File: src/rtl/lpm_pkg.sv
package lpm_pkg;
  localparam int unsigned DEF_N_SEC = 4;
  localparam int unsigned DEF_N_LOC = 8;
  localparam int unsigned DEF_LEN_W = 7;

  function automatic int unsigned clog2_min1(input int unsigned v);
    return (v > 1) ? $clog2(v) : 1;
  endfunction
endpackage

File: src/rtl/lpm_level.sv
module lpm_level #(
  parameter int unsigned N     = 8,
  parameter int unsigned LEN_W = 7,
  parameter int unsigned TAG_W = 3,
  parameter int unsigned BIT   = 0
) (
  input  logic                        clk_i,
  input  logic                        rst_ni,
  input  logic                        valid_i,
  input  logic [N-1:0]                mask_i,
  input  logic [N-1:0][LEN_W-1:0]     len_i,
  input  logic [N-1:0][TAG_W-1:0]     tag_i,
  output logic                        valid_o,
  output logic [N-1:0]                mask_o,
  output logic [N-1:0][LEN_W-1:0]     len_o,
  output logic [N-1:0][TAG_W-1:0]     tag_o
);
  logic [N-1:0] bit_set, cand, keep;

  always_comb begin
    for (int i = 0; i < N; i++) bit_set[i] = len_i[i][BIT];
    cand = mask_i & bit_set;
    // drop survivors lacking this bit only if some survivor has it
    keep = (|cand) ? cand : mask_i;
  end

  always_ff @(posedge clk_i or negedge rst_ni) begin
    if (!rst_ni) begin
      valid_o <= 1'b0;
      mask_o  <= '0;
      len_o   <= '0;
      tag_o   <= '0;
    end else begin
      valid_o <= valid_i;
      mask_o  <= keep;
      len_o   <= len_i;
      tag_o   <= tag_i;
    end
  end
endmodule

File: src/rtl/lpm_enc.sv
module lpm_enc #(
  parameter int unsigned N     = 8,
  parameter int unsigned LEN_W = 7,
  parameter int unsigned TAG_W = 3
) (
  input  logic                        clk_i,
  input  logic                        rst_ni,
  input  logic                        valid_i,
  input  logic [N-1:0]                mask_i,
  input  logic [N-1:0][LEN_W-1:0]     len_i,
  input  logic [N-1:0][TAG_W-1:0]     tag_i,
  output logic                        valid_o,
  output logic                        hit_o,
  output logic [LEN_W-1:0]            len_o,
  output logic [TAG_W-1:0]            tag_o
);
  logic             found;
  logic [LEN_W-1:0] len_d;
  logic [TAG_W-1:0] tag_d;

  always_comb begin
    found = 1'b0;
    len_d = '0;
    tag_d = '0;
    for (int i = 0; i < N; i++) begin
      if (mask_i[i] && !found) begin
        found = 1'b1;
        len_d = len_i[i];
        tag_d = tag_i[i];
      end
    end
  end

  always_ff @(posedge clk_i or negedge rst_ni) begin
    if (!rst_ni) begin
      valid_o <= 1'b0;
      hit_o   <= 1'b0;
      len_o   <= '0;
      tag_o   <= '0;
    end else begin
      valid_o <= valid_i;
      hit_o   <= found;
      len_o   <= len_d;
      tag_o   <= tag_d;
    end
  end
endmodule

File: src/rtl/lpm_sel.sv
module lpm_sel #(
  parameter int unsigned N     = 8,
  parameter int unsigned LEN_W = 7,
  parameter int unsigned TAG_W = 3
) (
  input  logic                        clk_i,
  input  logic                        rst_ni,
  input  logic                        valid_i,
  input  logic [N-1:0]                match_i,
  input  logic [N-1:0][LEN_W-1:0]     len_i,
  input  logic [N-1:0][TAG_W-1:0]     tag_i,
  output logic                        valid_o,
  output logic                        hit_o,
  output logic [LEN_W-1:0]            len_o,
  output logic [TAG_W-1:0]            tag_o
);
  localparam int unsigned STAGES = LEN_W + 1;

  logic                    v_s [STAGES];
  logic [N-1:0]            m_s [STAGES];
  logic [N-1:0][LEN_W-1:0] l_s [STAGES];
  logic [N-1:0][TAG_W-1:0] t_s [STAGES];

  assign v_s[0] = valid_i;
  assign m_s[0] = match_i & {N{valid_i}};
  assign l_s[0] = len_i;
  assign t_s[0] = tag_i;

  for (genvar k = 0; k < LEN_W; k++) begin : g_lvl
    lpm_level #(
      .N(N), .LEN_W(LEN_W), .TAG_W(TAG_W), .BIT(LEN_W - 1 - k)
    ) u_lvl (
      .clk_i   (clk_i),
      .rst_ni  (rst_ni),
      .valid_i (v_s[k]),
      .mask_i  (m_s[k]),
      .len_i   (l_s[k]),
      .tag_i   (t_s[k]),
      .valid_o (v_s[k+1]),
      .mask_o  (m_s[k+1]),
      .len_o   (l_s[k+1]),
      .tag_o   (t_s[k+1])
    );
  end

  lpm_enc #(.N(N), .LEN_W(LEN_W), .TAG_W(TAG_W)) u_enc (
    .clk_i   (clk_i),
    .rst_ni  (rst_ni),
    .valid_i (v_s[LEN_W]),
    .mask_i  (m_s[LEN_W]),
    .len_i   (l_s[LEN_W]),
    .tag_i   (t_s[LEN_W]),
    .valid_o (valid_o),
    .hit_o   (hit_o),
    .len_o   (len_o),
    .tag_o   (tag_o)
  );
endmodule

File: src/rtl/lpm_tree.sv
module lpm_tree
  import lpm_pkg::*;
#(
  parameter  int unsigned N_SEC  = DEF_N_SEC,
  parameter  int unsigned N_LOC  = DEF_N_LOC,
  parameter  int unsigned LEN_W  = DEF_LEN_W,
  localparam int unsigned N_CAND = N_SEC * N_LOC,
  localparam int unsigned IDX_W  = clog2_min1(N_CAND)
) (
  input  logic                      clk_i,
  input  logic                      rst_ni,
  input  logic                      valid_i,
  input  logic [N_CAND-1:0]         match_i,
  input  logic [N_CAND*LEN_W-1:0]   len_i,
  output logic                      valid_o,
  output logic                      hit_o,
  output logic [IDX_W-1:0]          idx_o,
  output logic [LEN_W-1:0]          len_o
);
  localparam int unsigned LOC_W = clog2_min1(N_LOC);

  logic [N_LOC-1:0][LOC_W-1:0] loc_tag;
  logic [N_SEC-1:0]            l_valid, l_hit;
  logic [N_SEC-1:0][LEN_W-1:0] g_len;
  logic [N_SEC-1:0][IDX_W-1:0] g_tag;
  logic [LOC_W-1:0]            l_tag [N_SEC];

  always_comb begin
    for (int i = 0; i < N_LOC; i++) loc_tag[i] = LOC_W'(i);
  end

  for (genvar s = 0; s < N_SEC; s++) begin : g_sec
    logic [N_LOC-1:0][LEN_W-1:0] sec_len;
    assign sec_len = len_i[s*N_LOC*LEN_W +: N_LOC*LEN_W];

    lpm_sel #(.N(N_LOC), .LEN_W(LEN_W), .TAG_W(LOC_W)) u_loc (
      .clk_i   (clk_i),
      .rst_ni  (rst_ni),
      .valid_i (valid_i),
      .match_i (match_i[s*N_LOC +: N_LOC]),
      .len_i   (sec_len),
      .tag_i   (loc_tag),
      .valid_o (l_valid[s]),
      .hit_o   (l_hit[s]),
      .len_o   (g_len[s]),
      .tag_o   (l_tag[s])
    );

    // section base plus local position gives the table index
    assign g_tag[s] = IDX_W'(s * N_LOC) + IDX_W'(l_tag[s]);
  end

  lpm_sel #(.N(N_SEC), .LEN_W(LEN_W), .TAG_W(IDX_W)) u_glob (
    .clk_i   (clk_i),
    .rst_ni  (rst_ni),
    .valid_i (&l_valid),
    .match_i (l_hit),
    .len_i   (g_len),
    .tag_i   (g_tag),
    .valid_o (valid_o),
    .hit_o   (hit_o),
    .len_o   (len_o),
    .tag_o   (idx_o)
  );
endmodule

File: config.mk
export PLATFORM = sky130hd
export DESIGN_NAME = lpm_tree
export DESIGN_NICKNAME = d
export VERILOG_FILES = /design/src/rtl/lpm_pkg.sv /design/src/rtl/lpm_level.sv /design/src/rtl/lpm_enc.sv /design/src/rtl/lpm_sel.sv /design/src/rtl/lpm_tree.sv
export SDC_FILE = /design/constraint.sdc
export NUM_CORES = 1
export LEC_CHECK = 0
export BUFFER_PORTS_ARGS = -buffer_cell sky130_fd_sc_hd__buf_2
export CAP_MARGIN = 20
export CORE_MARGIN = 2
export CORE_UTILIZATION = 30
export DETAILED_ROUTE_END_ITERATION = 7
export REMOVE_ABC_BUFFERS = 1
export SLEW_MARGIN = 20
export SYNTH_ARGS = -nofsm -noshare
export SYNTH_HDL_FRONTEND = slang
export SYNTH_SLANG_ARGS = --single-unit
File: constraint.sdc
create_clock -name clk_i -period 3.9 [get_ports clk_i]
set_input_delay 0.975 -clock clk_i [delete_from_list [all_inputs] [get_ports clk_i]]
set_output_delay 0.975 -clock clk_i [all_outputs]
set_load 0.1 [all_outputs]
# Word level (Yosys, flattened, before mapping)
# Cells that the tools add are included.
totals:
  word_cells: 646
  ff_bits: 2236
classes:
  addsub: 3
  bitwise: 40
  reduce_logical: 97
  n_mux: 139
ops:
  columns: ["op", "count"]
  rows:
  - ["8-bit bitwise AND", 32]
  - ["7-bit 2-to-1 mux", 36]
  - ["8-bit 2-to-1 mux", 28]
  - ["8-bit OR reduction", 28]
  - ["3-bit 2-to-1 mux", 25]
  - ["1-bit 2-to-1 mux", 40]
  - ["4-bit bitwise AND", 8]
  - ["1-bit logical AND", 31]
  - ["1-bit logical NOT", 31]
  - ["4-bit 2-to-1 mux", 7]
  - ["4-bit OR reduction", 7]
  - ["5-bit 2-to-1 mux", 3]
  - ["4-bit by 3-bit adder with 5-bit output, first input constant", 1]
  - ["4-bit by 4-bit adder with 5-bit output, first input constant", 1]
  - ["5-bit by 3-bit adder with 5-bit output, first input constant", 1]

# Depth between registers and ports, before layout
# Gate-level depths: netlist of run 1.
depth:
  ltp_word: 22
  mapped_depth: 6
  depth_no_buf: 4

# Modules after synthesis
# A second synthesis of run 1 with hierarchy kept.
unflattened:
  hier_cells: 3884
  area_unflattened_um2: 80409.6
modules_own_cells:
  columns: ["mod", "area_each_um2", "n_inst", "cells_each", "seq_area_each_um2"]
  rows:
  - ["lpm_level at g_sec[0].u_loc.g_lvl[0].u_lvl ...", 2337.2, 28, 103, 2227.1]
  - ["lpm_level at u_glob.g_lvl[0].u_lvl ...", 1396.3, 7, 61, 1326.3]
  - ["lpm_enc at g_sec[0].u_loc.u_enc ...", 1056.0, 4, 115, 300.3]
  - ["lpm_enc at u_glob.u_enc", 726.9, 1, 74, 350.3]
  - ["lpm_sel at g_sec[0].u_loc ...", 50.0, 4, 8, 0.0]
  - ["lpm_sel at u_glob", 25.0, 1, 4, 0.0]
  - ["lpm_tree", 16.3, 1, 3, 0.0]

# Worst setup path before layout of run 1
# OpenSTA, ideal clock, no wires.
synth_timing:
  path_type: "register to output"
  startpoint: "register u_glob.u_enc.hit_o"
  endpoint: "output port hit_o"
  arrival_time_ps: 883
  path_stages_with_launch: 1
  setup_slack_ps: 2042
  path_cell_list: "dfrtp_1"
synth_rtl:
  columns: ["item", "line", "text"]
  rows:
  - ["from (decl)", "lpm_enc.sv:13", "output logic hit_o,"]
  - ["from (signal assigned)", "lpm_enc.sv:42", "hit_o <= found;"]
  - ["to (decl)", "lpm_tree.sv:16", "output logic hit_o,"]
# No word-level cell between the ends.

# Worst setup path after layout of run 1
layout_timing:
  startpoint: "register u_glob.u_enc.valid_o"
  endpoint: "output port valid_o"
layout_rtl:
  columns: ["item", "line", "text"]
  rows:
  - ["from (decl)", "lpm_enc.sv:12", "output logic valid_o,"]
  - ["from (signal assigned)", "lpm_enc.sv:41", "valid_o <= valid_i;"]
  - ["to (decl)", "lpm_tree.sv:15", "output logic valid_o,"]
# No word-level cell between the ends.

==> results of run 1 <==
[kinds of logic (layout without fill, tap and decap cells)]
family	count (synthesis)	in the layout	synth area share, %
compound gates	605	605	7.48
simple gates	166	166	1.67
flops	2180	2180	90.1
other cells	1	2	0.00619
mux	3	3	0.0517
buf+inv	100	693	0.680
[worst max path at each step]
stage,cells past startpoint,startpoint,slack (ps),endpoint
6_report,1,u_glob.u_enc.valid_o,1220,valid_o
3_3_place_gp,3,valid_i,1410,g_sec[2].u_loc.g_lvl[0].u_lvl.mask_o[0]
2_1_floorplan,3,u_glob.g_lvl[6].u_lvl.mask_o[0],1980,u_glob.u_enc.len_o[0]
5_1_grt,1,u_glob.u_enc.len_o[3],1140,len_o[3]
4_1_cts,1,u_glob.u_enc.valid_o,1100,valid_o
3_5_place_dp,3,valid_i,1350,g_sec[2].u_loc.g_lvl[0].u_lvl.mask_o[1]
[cell usage after synthesis (all sizes together) (3+ instances only)]
cell type / instances / area share [%]
a211oi: 4 / 0.050
a21boi: 9 / 0.11
a21oi: 53 / 0.48
a221o: 13 / 0.21
a221oi: 24 / 0.35
a222oi: 6 / 0.099
a22oi: 152 / 1.9
and4: 24 / 0.35
buf: 16 / 0.16
clkbuf: 60 / 0.37
dfrtp: 2180 / 90
inv: 24 / 0.15
nand2: 45 / 0.28
nand2b: 11 / 0.11
nand3: 11 / 0.091
nand3b: 8 / 0.099
nand4: 4 / 0.041
nor2: 14 / 0.087
nor2b: 21 / 0.22
nor3: 11 / 0.11
nor4: 4 / 0.091
nor4b: 3 / 0.054
o211a: 36 / 0.60
o21a: 223 / 2.8
o21ai: 42 / 0.35
o221ai: 11 / 0.16
o22a: 5 / 0.072
o22ai: 6 / 0.062
o31a: 5 / 0.072
o41ai: 4 / 0.058
[sequential cells by signal, summed over array words and instances (netlist names)]
signal,count
u_glob.g_lvl.u_lvl.valid_o,7
u_glob.g_lvl.u_lvl.mask_o,28
g_sec.u_loc.u_enc.valid_o,1
u_glob.u_enc.hit_o,1
g_sec.u_loc.u_enc.len_o,28
u_glob.u_enc.len_o,7
u_glob.u_enc.tag_o,5
u_glob.g_lvl.u_lvl.len_o,196
g_sec.u_loc.g_lvl.u_lvl.valid_o,7
u_glob.u_enc.valid_o,1
u_glob.g_lvl.u_lvl.tag_o,91
g_sec.u_loc.u_enc.hit_o,4
g_sec.u_loc.u_enc.tag_o,12
g_sec.u_loc.g_lvl.u_lvl.len_o,1568
g_sec.u_loc.g_lvl.u_lvl.mask_o,224
[per-layer routing]
layer	up-vias	global-route usage, %	share of wire [%]
met1	13400	12.7	40
met2	582	18.1	52
met4	2	4.61	3.4
li1	11300	-	-
met3	227	1.94	3.8
met5	-	0	0.013
[final cells by class]
cell class	count	area, sq um
fillers	18300	128000
flip-flops and latches	2180	54600
multi-input cells	775	5580
clock buffers	252	5420
well taps	2656	3320
repair buffers	330	2090
clock inverters	87	1210
inverters	24	90.1
diodes	1	2.50
[power breakdown]
part / total, mW / leakage, nW / internal, mW / switching, mW
Clock: 19.3 / 3.24 / 11.4 / 7.98
Combinational: 2.02 / 3.32 / 0.652 / 1.37
Sequential: 25.5 / 26.4 / 24.5 / 1.03
Total: 46.9 / 33.0 / 36.5 / 10.4
[metrics by stage]
| step | power (mW) | instance area [sq um] | utilization, % | std cells | hold WS, ps |
|---|---|---|---|---|---|
| floorplan | 26.5 | 60200 | - | 2979 | 331 |
| global placement | 28.0 | 65600 | 32.8 | 5965 | 331 |
| detailed placement | 28.1 | 65600 | 32.8 | 5965 | 335 |
| CTS | 47.7 | 72300 | 36.1 | 6304 | 93.7 |
| global route | 48.9 | 72300 | 36.1 | 6305 | 132 |
| finish | 46.9 | 72300 | 36.1 | 6305 | 142 |
==> results.py, run 1 <==
metrics = {
    "final_layout": {
        "layout-drive-gt1-share_pct": 18.2,
        "syn_to_final_growth_pct": 19.4,
        "layout_commonest_cell": "dfrtp_1",
        "nets": 3761,
        "mostFrequentLayoutCells": "dfrtp_1 (2,180), buf_2 (271), o21a_1 (223), clkbuf_16 (193), a22oi_1 (152)",
    },
    "synth": {
        "ys_types": 61,
        "async_flop_share_pct": 100,
        "yosysSeqAreaShare_pct": 90.1,
        "avgSynthCellArea_sq_um": 19.8,
        "synth-seq-cells": 2180,
        "yosysWarnings": 0,
        "ys.flop_type": "dfrtp_1",
        "synthesis.area_sq_um": 60500,
        "synth-edff-count": 0,
        "synth_cells": 3055,
    },
    "placed_design": {
        "gp_congestion": 0.858,
        "pre_cts_slack_ps": 1350,
        "hpwl_mm": 67.8,
        "numPortBuffers": 272,
    },
    "route": {
        "vias_per_cell": 4.05,
        "drc_errors": 0,
        "wl_per_cell_um": 16.5,
        "routed_wl_mm": 104,
        "drtAntennaViolNets": 0,
        "num_vias": 25500,
        "drt_iter0_markers": 1620,
        "drtPass1Iterations": 7,
    },
    "die": {
        "core_sq_um": 200000,
        "die_y_um": 453,
        "die_area_sq_um": 205000,
        "start_util_pct": 30.3,
        "rows": 164,
        "dieWidth_um": 453,
        "ios": 273,
    },
    "sta": {
        "drv_slew": 0,
        "worst_pin_slew_ps": 1020,
        "setup_viol": 0,
        "finalWorstSetupSlack_ps": 1220,
        "maxSlewHeadroom_pct": 31.8,
        "rsz0062_at_grt": "no",
        "tns_ps": 0,
        "period_share_pct": 68.8,
        "min_period_ps": 2680,
        "hold_viol_final": 0,
        "max_freq_mhz": 373,
        "skew_ps": 44.0,
    },
    "critical_path": {
        "reg2reg_slack_ps": 1700,
        "critPathCaptureType": "output port",
        "worstPathArrival_ps": 1710,
        "rr_worst_depth": 4,
        "worstPathMaxFanout": 1,
        "path_cells": "buf_2",
        "startpoint_type": "flip-flop",
        "cp_slowest_cell": "buf_2",
        "timing.rr.end": "g_sec[2].u_loc.u_enc.len_o[3]",
        "required_ps": 2920,
        "cp_num_buf_inv": 1,
        "cp_top_family": "buffers and inverters",
        "timing.rr.start": "g_sec[2].u_loc.g_lvl[6].u_lvl.mask_o[0]",
        "crit_type": "reg2out",
        "cp_slowest_stage_delay_ps": 490,
    },
    "outcome": {
        "status": "completed",
    },
    "grt": {
        "antenna_found_initial": 9,
        "grt_pass1_vias": 28400,
        "grt.overflow.total": 0,
        "track_usage_pct": 10.4,
        "grt_max_degree": 134,
        "grt_pass1_wl_mm": 166,
    },
    "clock_network": {
        "clockBufferDepth": 3,
        "cts_inserted_buffers": 191,
        "clkTransAtPathRegs_ps": 70,
        "postCtsHoldBufs": 0,
        "cts_tree": "built",
        "cts_resized": 0,
        "ctsRootBufferMaster": "clkbuf_16",
        "clk_latency_ps": 820,
        "post_cts_buffers": 0,
        "cts_sinks": 2180,
        "htree_levels": 4,
    },
    "power": {
        "leakage_nw": 33.0,
        "power_density_nw_per_um2": 649,
        "peakVddDrop_mv": 0.445,
    },
    "job": {
        "max_cap_viol_count": 0,
    },
    "hold_path": {
        "hold_path_class": "in2async",
    },
}
No activity file was read; power rests on OpenSTA's default activity.
==> run 2, diff against run 1 <==
==> constraint.sdc (replaced) <==
create_clock -name clk_i -period 2.3 [get_ports clk_i]
set_input_delay 0.575 -clock clk_i [delete_from_list [all_inputs] [get_ports clk_i]]
set_output_delay 0.575 -clock clk_i [all_outputs]
set_load 0.1 [all_outputs]
==> results.py, run 2 (synthesized netlist as in run 1, its figures left out) <==
metrics = {
    "clock_network": {
        "clk_latency_ps": 840,
        "htree_levels": 4,
        "cts_sinks": 2180,
        "cts_tree": "built",
        "ctsRootBufferMaster": "clkbuf_16",
        "cts_inserted_buffers": 205,
        "clkTransAtPathRegs_ps": 60,
        "post_cts_buffers": 0,
        "clockBufferDepth": 3,
    },
    "route": {
        "vias_per_cell": 4.09,
        "wl_per_cell_um": 16.6,
        "drtAntennaViolNets": 0,
        "drt_iter0_markers": 1990,
        "drtPass1Iterations": 5,
        "num_vias": 27200,
        "routed_wl_mm": 111,
        "drc_errors": 0,
    },
    "job": {
        "max_cap_viol_count": 0,
    },
    "final_layout": {
        "mostFrequentLayoutCells": "dfrtp_1 (2,180), buf_2 (263), dlygate4sd3_1 (257), o21a_1 (223), clkbuf_16 (208)",
        "syn_to_final_growth_pct": 25.7,
        "layout_commonest_cell": "dfrtp_1",
        "largest_reg_flops": 1568,
        "nets": 4083,
        "top_register": "g_sec.u_loc.g_lvl.u_lvl.len_o",
        "top_regs": "g_sec.u_loc.g_lvl.u_lvl.len_o: 1568 flops, g_sec.u_loc.g_lvl.u_lvl.mask_o: 224 flops, u_glob.g_lvl.u_lvl.len_o: 196 flops",
        "instances_no_fill": 6659,
        "nFillCells": 17900,
        "layout-drive-gt1-share_pct": 18.8,
    },
    "critical_path": {
        "crit_type": "reg2out",
        "worst-path-stages": 1,
        "cp_slowest_stage_delay_ps": 440,
        "cp_top_family": "flip-flops",
        "cp_slowest_cell": "dfrtp_1",
        "rr_worst_depth": 3,
        "worstPathMaxFanout": 1,
        "path_cells": "buf_4",
        "required_ps": 1730,
        "cp_num_buf_inv": 1,
        "critPathCaptureType": "output port",
        "startpoint_type": "flip-flop",
        "worstPathArrival_ps": 1600,
    },
    "sta": {
        "period_share_pct": 94.7,
        "tns_ps": 0,
        "skew_ps": 44.2,
        "drv_slew": 0,
        "maxSlewHeadroom_pct": 45.1,
        "max_freq_mhz": 459,
        "setup_viol": 0,
        "hold_viol_final": 0,
        "worst_pin_slew_ps": 821,
        "rsz0062_at_grt": "no",
        "min_period_ps": 2180,
    },
    "placed_design": {
        "numPortBuffers": 272,
        "gp_congestion": 0.867,
        "placed_cells": 6016,
        "hpwl_mm": 70.4,
    },
    "grt": {
        "grt_max_degree": 93,
        "antenna_found_initial": 8,
        "grt.overflow.total": 0,
        "grt_pass1_vias": 30500,
        "grt_pass1_wl_mm": 176,
        "track_usage_pct": 11.1,
    },
    "die": {
        "rows": 164,
        "core_sq_um": 200000,
        "start_util_pct": 30.3,
        "die_y_um": 453,
        "ios": 273,
        "die_area_sq_um": 205000,
        "dieWidth_um": 453,
    },
    "outcome": {
        "status": "completed",
    },
    "power": {
        "peakVddDrop_mv": 0.756,
        "power_mw": 82.3,
        "power_density_nw_per_um2": 1080,
        "leakage_nw": 34.7,
    },
    "hold_path": {
        "whs_path_depth": 0,
        "hold_path_class": "reg2reg",
    },
}
## run 2: cell count changes in the layout (fill, tap and decap cells not counted), sizes merged, moves of 5 or more
| cell | previous run | this run |
|---|---|---|
| buf | 330 | 381 |
| dlygate4sd3 | 0 | 257 |
| clkinv | 39 | 64 |
| clkbuf | 252 | 262 |
| clkinvlp | 13 | 19 |
| bufinv | 23 | 28 |
## run 2: power by group
| group | leakage, nW | switching, mW | internal, mW |
|---|---|---|---|
| sequential | 26.4 | 1.71 | 41.6 |
| combinational | 4.73 | 2.51 | 1.52 |
| clock | 3.52 | 14.3 | 20.7 |
## run 2: worst paths after layout
check	from	end	slack, ps
max	u_glob.u_enc.len_o[2]	len_o[2]	120
min	g_sec[1].u_loc.g_lvl[0].u_lvl.len_o[50]	g_sec[1].u_loc.g_lvl[1].u_lvl.len_o[50]	310
max reg2reg	u_glob.g_lvl[6].u_lvl.mask_o[1]	u_glob.u_enc.len_o[5]	290
min reg2reg	g_sec[1].u_loc.g_lvl[0].u_lvl.len_o[50]	g_sec[1].u_loc.g_lvl[1].u_lvl.len_o[50]	310
max in group asynchronous	rst_ni	g_sec[3].u_loc.g_lvl[1].u_lvl.len_o[23]	920
min in group asynchronous	rst_ni	g_sec[0].u_loc.g_lvl[0].u_lvl.len_o[43]	330
## run 2: timing repair
action                                  4_1_cts  5_1_grt
endpoints found under the setup margin        8        0
hold endpoints to repair                    296        0
resized for setup                             8        0
hold buffers                                257        0
## run 2: cell type report
type | count | area, sq um | share of cell area [%]
Sequential cell | 2180 | 54600 | 71.7
Clock buffer | 262 | 5640 | 7.41
Multi-Input combinational cell | 775 | 5580 | 7.34
Timing Repair Buffer | 638 | 5290 | 6.95
Tap cell | 2656 | 3320 | 4.37
Clock inverter | 121 | 1610 | 2.12
Inverter | 24 | 90.1 | 0.118
Antenna cell | 3 | 7.51 | 0.00987
## run 2: metal layers
layer | global-route usage, % | vias up | wire, um | part of all wire, %
li1 | - | 12000 | - | -
met1 | 13.2 | 14300 | 43900 | 40
met2 | 19.1 | 692 | 57900 | 52
met3 | 2.25 | 289 | 4330 | 3.9
met4 | 5.42 | 0 | 4540 | 4.1
met5 | 0 | - | 0 | 0
## run 2: stage by stage
stage	utilization, %	worst slack [ps]	cell area [sq um]	hold slack, ps
6_report	38.0	123	76100	314
2_1_floorplan	-	379	60200	279
3_5_place_dp	33.1	301	66200	335
3_3_place_gp	33.1	322	66200	332
5_1_grt	38.0	25.3	76100	287
4_1_cts	38.0	8.29	76100	242
